### config.mk
export PLATFORM = sky130hd
export DESIGN_NAME = pmp_csr_bank
export DESIGN_NICKNAME = d
export VERILOG_FILES = /design/src/rtl/pmpb_pkg.sv /design/src/rtl/pmpb_entry.sv /design/src/rtl/pmpb_sec_reg.sv /design/src/rtl/pmpb_active_count.sv /design/src/rtl/pmp_csr_bank.sv
export SDC_FILE = /design/constraint.sdc
export NUM_CORES = 2
export LEC_CHECK = 0
export ABC_AREA = 0
export BUFFER_PORTS_ARGS = -buffer_cell sky130_fd_sc_hd__buf_2
export CORE_AREA = 3 3 289 291
export CTS_BUF_LIST = sky130_fd_sc_hd__clkbuf_16
export CTS_CLUSTER_SIZE = 40
export DETAILED_ROUTE_END_ITERATION = 8
export DIE_AREA = 0 0 292 294
export GPL_TIMING_DRIVEN = 0
export HOLD_SLACK_MARGIN = 0.08
export MAX_ROUTING_LAYER = met4
export PLACE_DENSITY = 0.68
export REMOVE_ABC_BUFFERS = 1
export SETUP_SLACK_MARGIN = 0.3
export SLEW_MARGIN = 15
export SYNTH_ARGS = -nofsm -noshare
export SYNTH_HDL_FRONTEND = slang
export SYNTH_SLANG_ARGS = --single-unit
### constraint.sdc
create_clock -name clk -period 21.9 [get_ports clk]
set_clock_uncertainty 0.1 [all_clocks]
set_input_delay 2.19 -clock clk [delete_from_list [all_inputs] [get_ports clk]]
set_output_delay 2.19 -clock clk [all_outputs]
set_load 0.1 [all_outputs]
### src/rtl/pmpb_pkg.sv
package pmpb_pkg;

    typedef enum logic [1:0] {
        AM_OFF   = 2'd0,
        AM_TOR   = 2'd1,
        AM_NA4   = 2'd2,
        AM_NAPOT = 2'd3
    } amode_e;

    typedef enum logic [1:0] {
        SP_CFG  = 2'd0,
        SP_ADDR = 2'd1,
        SP_SEC  = 2'd2,
        SP_RSVD = 2'd3
    } space_e;

    // Entry configuration byte, msb first: lock, reserved, mode, x, w, r
    typedef struct packed {
        logic       lock;
        logic [1:0] rsvd;
        amode_e     mode;
        logic       x;
        logic       w;
        logic       r;
    } cfg_byte_t;

    // Security bits, msb first: bypass, whitelist, lockdown
    typedef struct packed {
        logic bypass;
        logic whitelist;
        logic lockdown;
    } sec_t;

    localparam logic [2:0] RWX_SHARED = 3'b110;

    function automatic logic cfg_write_ok(
        input logic      enh,
        input logic      bypass,
        input logic      lockdown,
        input logic      cur_lock,
        input cfg_byte_t nv
    );
        logic ok;
        ok = !cur_lock;
        if (enh) begin
            ok = 1'b0;
            if (bypass)
                ok = 1'b1;
            if (!lockdown && !cur_lock)
                ok = 1'b1;
            if (lockdown) begin
                if (nv.lock && !nv.x)
                    ok = 1'b1;
                if (!nv.lock && ({nv.x, nv.w, nv.r} != RWX_SHARED))
                    ok = 1'b1;
            end
        end
        return ok;
    endfunction

    function automatic logic addr_write_ok(
        input logic cur_lock,
        input logic next_tor_locked
    );
        return !cur_lock && !next_tor_locked;
    endfunction

endpackage

### src/rtl/pmpb_entry.sv
module pmpb_entry
    import pmpb_pkg::*;
#(
    parameter int XLEN     = 32,
    parameter bit ENHANCED = 1'b1
) (
    input  logic            clk,
    input  logic            rst,
    input  logic            cfg_we,
    input  cfg_byte_t       cfg_wval,
    input  logic            addr_we,
    input  logic [XLEN-1:0] addr_wval,
    input  logic            next_tor_locked,
    input  logic            bypass,
    input  logic            lockdown,
    output cfg_byte_t       cfg_q,
    output logic [XLEN-1:0] addr_q,
    output logic            cfg_drop,
    output logic            addr_drop
);

    logic cfg_ok;
    logic addr_ok;

    assign cfg_ok    = cfg_write_ok(ENHANCED, bypass, lockdown, cfg_q.lock, cfg_wval);
    assign addr_ok   = addr_write_ok(cfg_q.lock, next_tor_locked);
    assign cfg_drop  = cfg_we && !cfg_ok;
    assign addr_drop = addr_we && !addr_ok;

    always_ff @(posedge clk) begin
        if (rst) begin
            cfg_q  <= '0;
            addr_q <= '0;
        end else begin
            if (cfg_we && cfg_ok)
                cfg_q <= cfg_wval;
            if (addr_we && addr_ok)
                addr_q <= addr_wval;
        end
    end

endmodule

### src/rtl/pmpb_sec_reg.sv
module pmpb_sec_reg
    import pmpb_pkg::*;
#(
    parameter bit ENHANCED = 1'b1
) (
    input  logic clk,
    input  logic rst,
    input  logic we,
    input  sec_t wval,
    input  logic any_locked,
    output sec_t sec_q
);

    generate
        if (ENHANCED) begin : g_enh
            sec_t nxt;
            always_comb begin
                nxt = wval;
                if (!sec_q.bypass && any_locked)
                    nxt.bypass = 1'b0;
                nxt.lockdown  = nxt.lockdown  | sec_q.lockdown;
                nxt.whitelist = nxt.whitelist | sec_q.whitelist;
            end
            always_ff @(posedge clk) begin
                if (rst)
                    sec_q <= '0;
                else if (we)
                    sec_q <= nxt;
            end
        end else begin : g_base
            logic unused_ok;
            assign unused_ok = ^{clk, rst, we, wval, any_locked};
            assign sec_q     = '0;
        end
    endgenerate

endmodule

### src/rtl/pmpb_active_count.sv
module pmpb_active_count #(
    parameter int N     = 16,
    parameter int CNT_W = $clog2(N + 1)
) (
    input  logic [2*N-1:0]   mode_flat,
    output logic [CNT_W-1:0] cnt
);

    always_comb begin
        cnt = '0;
        for (int e = 0; e < N; e++) begin
            if (mode_flat[2*e +: 2] != 2'b00)
                cnt = cnt + CNT_W'(1);
        end
    end

endmodule

### src/rtl/pmp_csr_bank.sv
module pmp_csr_bank
    import pmpb_pkg::*;
#(
    parameter int N        = 16,
    parameter int XLEN     = 32,
    parameter int IDX_W    = 6,
    parameter bit ENHANCED = 1'b1,
    localparam int BPW     = XLEN / 8,
    localparam int NCW     = (N + BPW - 1) / BPW,
    localparam int CNT_W   = $clog2(N + 1)
) (
    input  logic              clk,
    input  logic              rst,
    input  logic              csr_we,
    input  logic [1:0]        csr_space,
    input  logic [IDX_W-1:0]  csr_idx,
    input  logic [XLEN-1:0]   csr_wdata,
    output logic [XLEN-1:0]   csr_rdata,
    output logic              wr_err,
    output logic [N*8-1:0]    entry_cfg,
    output logic [N*XLEN-1:0] entry_addr,
    output logic [N-1:0]      entry_lock,
    output logic [2:0]        sec_cfg,
    output logic [CNT_W-1:0]  active_cnt
);

    space_e    space;
    cfg_byte_t cfg_q    [N];
    logic [XLEN-1:0] addr_q [N];
    logic [N-1:0] cfg_we;
    logic [N-1:0] addr_we;
    logic [N-1:0] cfg_drop;
    logic [N-1:0] addr_drop;
    logic [N-1:0] next_tor_locked;
    logic [2*N-1:0] mode_flat;
    logic       cfg_hit;
    logic       oor_write;
    logic       any_drop;
    logic       err_q;
    sec_t       sec_q;

    assign space   = space_e'(csr_space);
    assign cfg_hit = csr_we && (space == SP_CFG) && (csr_idx < IDX_W'(NCW));

    assign oor_write = csr_we && (
        ((space == SP_CFG)  && (csr_idx >= IDX_W'(NCW))) ||
        ((space == SP_ADDR) && (csr_idx >= IDX_W'(N)))   ||
        (space == SP_RSVD));

    generate
        for (genvar e = 0; e < N; e++) begin : g_entry
            localparam int WORD = e / BPW;
            localparam int LANE = e % BPW;

            assign cfg_we[e]  = cfg_hit && (csr_idx == IDX_W'(WORD));
            assign addr_we[e] = csr_we && (space == SP_ADDR) && (csr_idx == IDX_W'(e));

            if (e + 1 < N) begin : g_succ
                assign next_tor_locked[e] = cfg_q[e+1].lock && (cfg_q[e+1].mode == AM_TOR);
            end else begin : g_last
                assign next_tor_locked[e] = 1'b0;
            end

            pmpb_entry #(
                .XLEN     (XLEN),
                .ENHANCED (ENHANCED)
            ) u_entry (
                .clk             (clk),
                .rst             (rst),
                .cfg_we          (cfg_we[e]),
                .cfg_wval        (cfg_byte_t'(csr_wdata[LANE*8 +: 8])),
                .addr_we         (addr_we[e]),
                .addr_wval       (csr_wdata),
                .next_tor_locked (next_tor_locked[e]),
                .bypass          (sec_q.bypass),
                .lockdown        (sec_q.lockdown),
                .cfg_q           (cfg_q[e]),
                .addr_q          (addr_q[e]),
                .cfg_drop        (cfg_drop[e]),
                .addr_drop       (addr_drop[e])
            );

            assign entry_cfg[e*8 +: 8]        = cfg_q[e];
            assign entry_addr[e*XLEN +: XLEN] = addr_q[e];
            assign entry_lock[e]              = cfg_q[e].lock;
            assign mode_flat[2*e +: 2]        = cfg_q[e].mode;
        end
    endgenerate

    pmpb_sec_reg #(
        .ENHANCED (ENHANCED)
    ) u_sec (
        .clk        (clk),
        .rst        (rst),
        .we         (csr_we && (space == SP_SEC)),
        .wval       (sec_t'(csr_wdata[2:0])),
        .any_locked (|entry_lock),
        .sec_q      (sec_q)
    );

    pmpb_active_count #(
        .N     (N),
        .CNT_W (CNT_W)
    ) u_count (
        .mode_flat (mode_flat),
        .cnt       (active_cnt)
    );

    assign any_drop = (|cfg_drop) || (|addr_drop) || oor_write;

    always_ff @(posedge clk) begin
        if (rst)
            err_q <= 1'b0;
        else
            err_q <= any_drop;
    end

    always_comb begin
        csr_rdata = '0;
        case (space)
            SP_CFG: begin
                for (int e = 0; e < N; e++) begin
                    if (csr_idx == IDX_W'(e / BPW))
                        csr_rdata[(e % BPW)*8 +: 8] = cfg_q[e];
                end
            end
            SP_ADDR: begin
                for (int e = 0; e < N; e++) begin
                    if (csr_idx == IDX_W'(e))
                        csr_rdata = addr_q[e];
                end
            end
            SP_SEC:  csr_rdata = XLEN'(sec_q);
            default: csr_rdata = '0;
        endcase
    end

    assign wr_err  = err_q;
    assign sec_cfg = sec_q;

endmodule

==> flow_metrics.env <==
export IMPL_dr_first_iter_drc_count=5460
export IMPL_hold_buffers=0
export IMPL_r2r_cells=5
export IMPL_tns_ps=0
export IMPL_power_mw=2.55
export IMPL_ctsLongestPathBuffers=3
export IMPL_max_slew_margin_rel=0.176
export IMPL_synth_enable_flop_cells=0
export IMPL_timing_critical_path_fanout_max=9
export IMPL_wl_per_cell_microns=29.9
export IMPL_timing_rr_end="g_entry[0].u_entry.cfg_q[7]$_SDFFE_PP0P_"
export IMPL_run_status="completed"
export IMPL_fmaxAchievable_mhz=80.1
export IMPL_global_route_usage_total=0.369
export IMPL_vdd_ir_drop_max_mv=0.0553
export IMPL_first_pass_grt_wire_length_microns=225000
export IMPL_grt_met2_usage=0.545
export IMPL_power_leakage_nw=14.5
export IMPL_fin_hold_ws_ps=360
export IMPL_setup_slack_ps=9410
export IMPL_whs_path_depth=2
export IMPL_viasPerCell=6.11
export IMPL_netSwitchingPower_mw=0.665
export IMPL_fp_dieArea_sq_mm=0.0858
export IMPL_drc_viols=0
export IMPL_crit_path_top_delay_cell="or4_1"
export IMPL_synth_seq_cells=644
export IMPL_yosys_warnings=0
export IMPL_period_needed_ps=12490
export IMPL_pwr_share_seq=0.460
export IMPL_tritoncts_clock_tree="done"
export IMPL_final_common_cell="nand2_1"
export IMPL_drv_slew=0
export IMPL_width_of_the_chip_microns=292
export IMPL_post_cts_resize_count=0
export IMPL_first_global_vias=30604
export IMPL_floorplan_initialDensity=0.362
export IMPL_synth_avg_cell_area_sq_um=7.71
export IMPL_worst_path_largest_cell_delay_ps=610
export IMPL_cellPowerDensity_mw_per_mm2=69.5
export IMPL_seqCellArea_sq_mm=0.0129
export IMPL_crit_path_end_kind="primary output"
export IMPL_grt_ovfl_total=0
export IMPL_gp_congestion=0.921
export IMPL_post_dp_hpwl_microns=110000
export IMPL_final_core_util=0.455
export IMPL_post_placement_worst_setup_slack_ps=10150
export IMPL_placedCellCount=5302
export IMPL_holdCritPathClass="reg -> reg"
export IMPL_grt_busiest_layer="met2"
export IMPL_mostFrequentLayoutCells="nand2_1, buf_2, dfxtp_1, a21oi_1, nor2_1"
export IMPL_multi_input_logic_area_sq_mm=0.0152
export IMPL_cts_sinks=644
export IMPL_critical_path_required_ps=19610
export IMPL_postCtsSetupRepairBufs=0
export IMPL_combinationalPowerShare=0.056
export IMPL_cts_root_buffer_cell="clkbuf_16"
export IMPL_synthesis_instances=3789
export IMPL_dr_total_vias=33225
export IMPL_htreeDepth=3
export IMPL_use_met3=0.114
export IMPL_crit_path_start_kind="flop"
export IMPL_final_nets=4374
export IMPL_tightestPinTransition_ps=1230
export IMPL_rr_startpoint="u_sec.sec_q[0]$_SDFFE_PP0P_"
export IMPL_post_route_cells_drive_above_1_share=0.240
export IMPL_flip_flop_cell_with_the_highest_count_after_synthesis="dfxtp_1"
export IMPL_hold_path_end="g_entry[7].u_entry.addr_q[29]$_SDFFE_PP0P_"
export IMPL_reported_max_cap_violation_count=0
export IMPL_layout_cell_area_non_filler_sq_mm=0.0367
export IMPL_layoutNonFillerInstCount=5440
export IMPL_core_rowCount=104
export IMPL_worst_setup_hold_path_clk_slew_ps=60
export IMPL_min_from="g_entry[7].u_entry.addr_q[29]$_SDFFE_PP0P_"
export IMPL_detailedRoute_firstPassIterationCount=8
export IMPL_fin_crit_sh=0.570
export IMPL_place_area_sq_mm=0.0344
export IMPL_inserted_clock_buffers=74
export IMPL_critical_path_arrival_ps=10200
export IMPL_pwr_share_clk=0.483
export IMPL_internal_power_mw=1.89
export IMPL_post_synth_cell_types=73
export IMPL_antenna_found_initial=6
export IMPL_clock_insertion_delay_worst_skew_ps=610
export IMPL_ys_async_sr_fraction=0
export IMPL_gr_usage_met1=0.457
export IMPL_grt_setup_unrepaired="false"
export IMPL_syn_area_sq_mm=0.0292
export IMPL_sequential_element_share_of_the_synthesized_area=0.441
export IMPL_drt_wl_total_microns=163000
export IMPL_core_area_sq_mm=0.0808
export IMPL_grt_start_max_net_pins=125
export IMPL_final_hold_viol_count=0
export IMPL_fillCellCount=8035
export IMPL_place_port_buffers=739
export IMPL_worst_r2r_setup_slack_ps=18830
export IMPL_power_switching_share=0.260
export IMPL_layout_area_overhead_vs_synth_pct=25.7
export IMPL_criticalPathCategory="reg -> out"
export IMPL_ant_nets=0
export IMPL_path_common_cell="ha_1"
export IMPL_setup_viol=0
export IMPL_io_pin_count=740
export IMPL_die_height_microns=294
cell usage after synthesis, types with 13 or more instances:
| library cell | number | area share |
|---|---|---|
| a211oi_1 | 17 | 0.0044 |
| mux2i_1 | 138 | 0.047 |
| dfxtp_1 | 644 | 0.44 |
| and3_1 | 22 | 0.0047 |
| a22oi_1 | 143 | 0.037 |
| a22o_1 | 27 | 0.0081 |
| ha_1 | 13 | 0.0056 |
| clkbuf_1 | 337 | 0.043 |
| nor3_1 | 18 | 0.0031 |
| inv_1 | 20 | 0.0026 |
| a31oi_1 | 46 | 0.0098 |
| nand3_1 | 47 | 0.0080 |
| a21o_1 | 14 | 0.0036 |
| nand2_1 | 1090 | 0.14 |
| nor2_1 | 211 | 0.027 |
| o21ai_0 | 58 | 0.0099 |
| buf_4 | 18 | 0.0046 |
| or2_2 | 23 | 0.0049 |
| xnor2_1 | 35 | 0.010 |
| a222oi_1 | 46 | 0.016 |
| a221oi_1 | 36 | 0.011 |
| a21oi_1 | 586 | 0.10 |
| nand4_1 | 42 | 0.0090 |
sequential cells by signal, summed over array words and instances, names as in the netlist:
signal	flops
u_sec.sec_q	3
g_entry.u_entry.cfg_q	128
wr_err	1
g_entry.u_entry.addr_q	512
cell type report:
class,count,area share
diodes,5,0.000341
clock buffers,74,0.0504
clock inverters,59,0.0134
inverters,20,0.00204
multi-input cells,2758,0.413
flip-flops and latches,644,0.351
well taps,1060,0.0361
repair buffers,820,0.133
logic make-up (layout without fill, tap and decap cells):
group / after synthesis / after routing / share of synthesized area
AO/OA/AOI/OAI: 1035 / 1035 / 0.218
adder cells (fa/ha/maj): 15 / 15 / 0.00629
buffers and inverters: 387 / 973 / 0.0525
multiplexers: 148 / 148 / 0.0511
XOR/XNOR: 54 / 54 / 0.0215
AND/OR/NAND/NOR: 1506 / 1506 / 0.210
flip-flops: 644 / 644 / 0.441
other: 0 / 5 / 0
power by group through the flow:
| stage | sequential [mW] | clock [mW] | combinational, mW |
|---|---|---|---|
| floorplan | 1.21 | 0 | 0.0395 |
| global placement | 1.20 | 0 | 0.129 |
| detailed placement | 1.20 | 0 | 0.138 |
| CTS | 1.18 | 1.24 | 0.138 |
| global route | 1.17 | 1.29 | 0.145 |
| finish | 1.18 | 1.23 | 0.143 |
worst max-delay path by stage:
stage / from / end / slack, ps
2_1_floorplan: csr_idx[5] / csr_rdata[15] / 9770
3_3_place_gp: csr_idx[5] / g_entry[2].u_entry.addr_q[0]$_SDFFE_PP0P_ / 1420
3_5_place_dp: g_entry[1].u_entry.cfg_q[3]$_SDFFE_PP0P_ / active_cnt[4] / 10150
4_1_cts: g_entry[1].u_entry.cfg_q[3]$_SDFFE_PP0P_ / active_cnt[4] / 9480
5_1_grt: g_entry[1].u_entry.cfg_q[3]$_SDFFE_PP0P_ / active_cnt[4] / 8870
6_report: g_entry[1].u_entry.cfg_q[4]$_SDFFE_PP0P_ / active_cnt[4] / 9410
metal layers:
layer  share of wire  vias to the layer above
met3            0.14                      585
li1                -                    14175
met2            0.43                     2694
met4           0.058                        0
met1            0.37                    15771
met5               0                        -
critical path, delay by kind of cell, from the launching register on:
family | cells | cell delay [ps]
AOI/OAI and AO/OA | 12 | 2370
adders and majority gates | 8 | 2190
muxes | 2 | 280
and+or+nand+nor | 10 | 2780
DFF | 1 | 500
buffers and inverters | 4 | 690
xor gates and xnor gates | 5 | 780
Power figures use the tool's default switching activity.
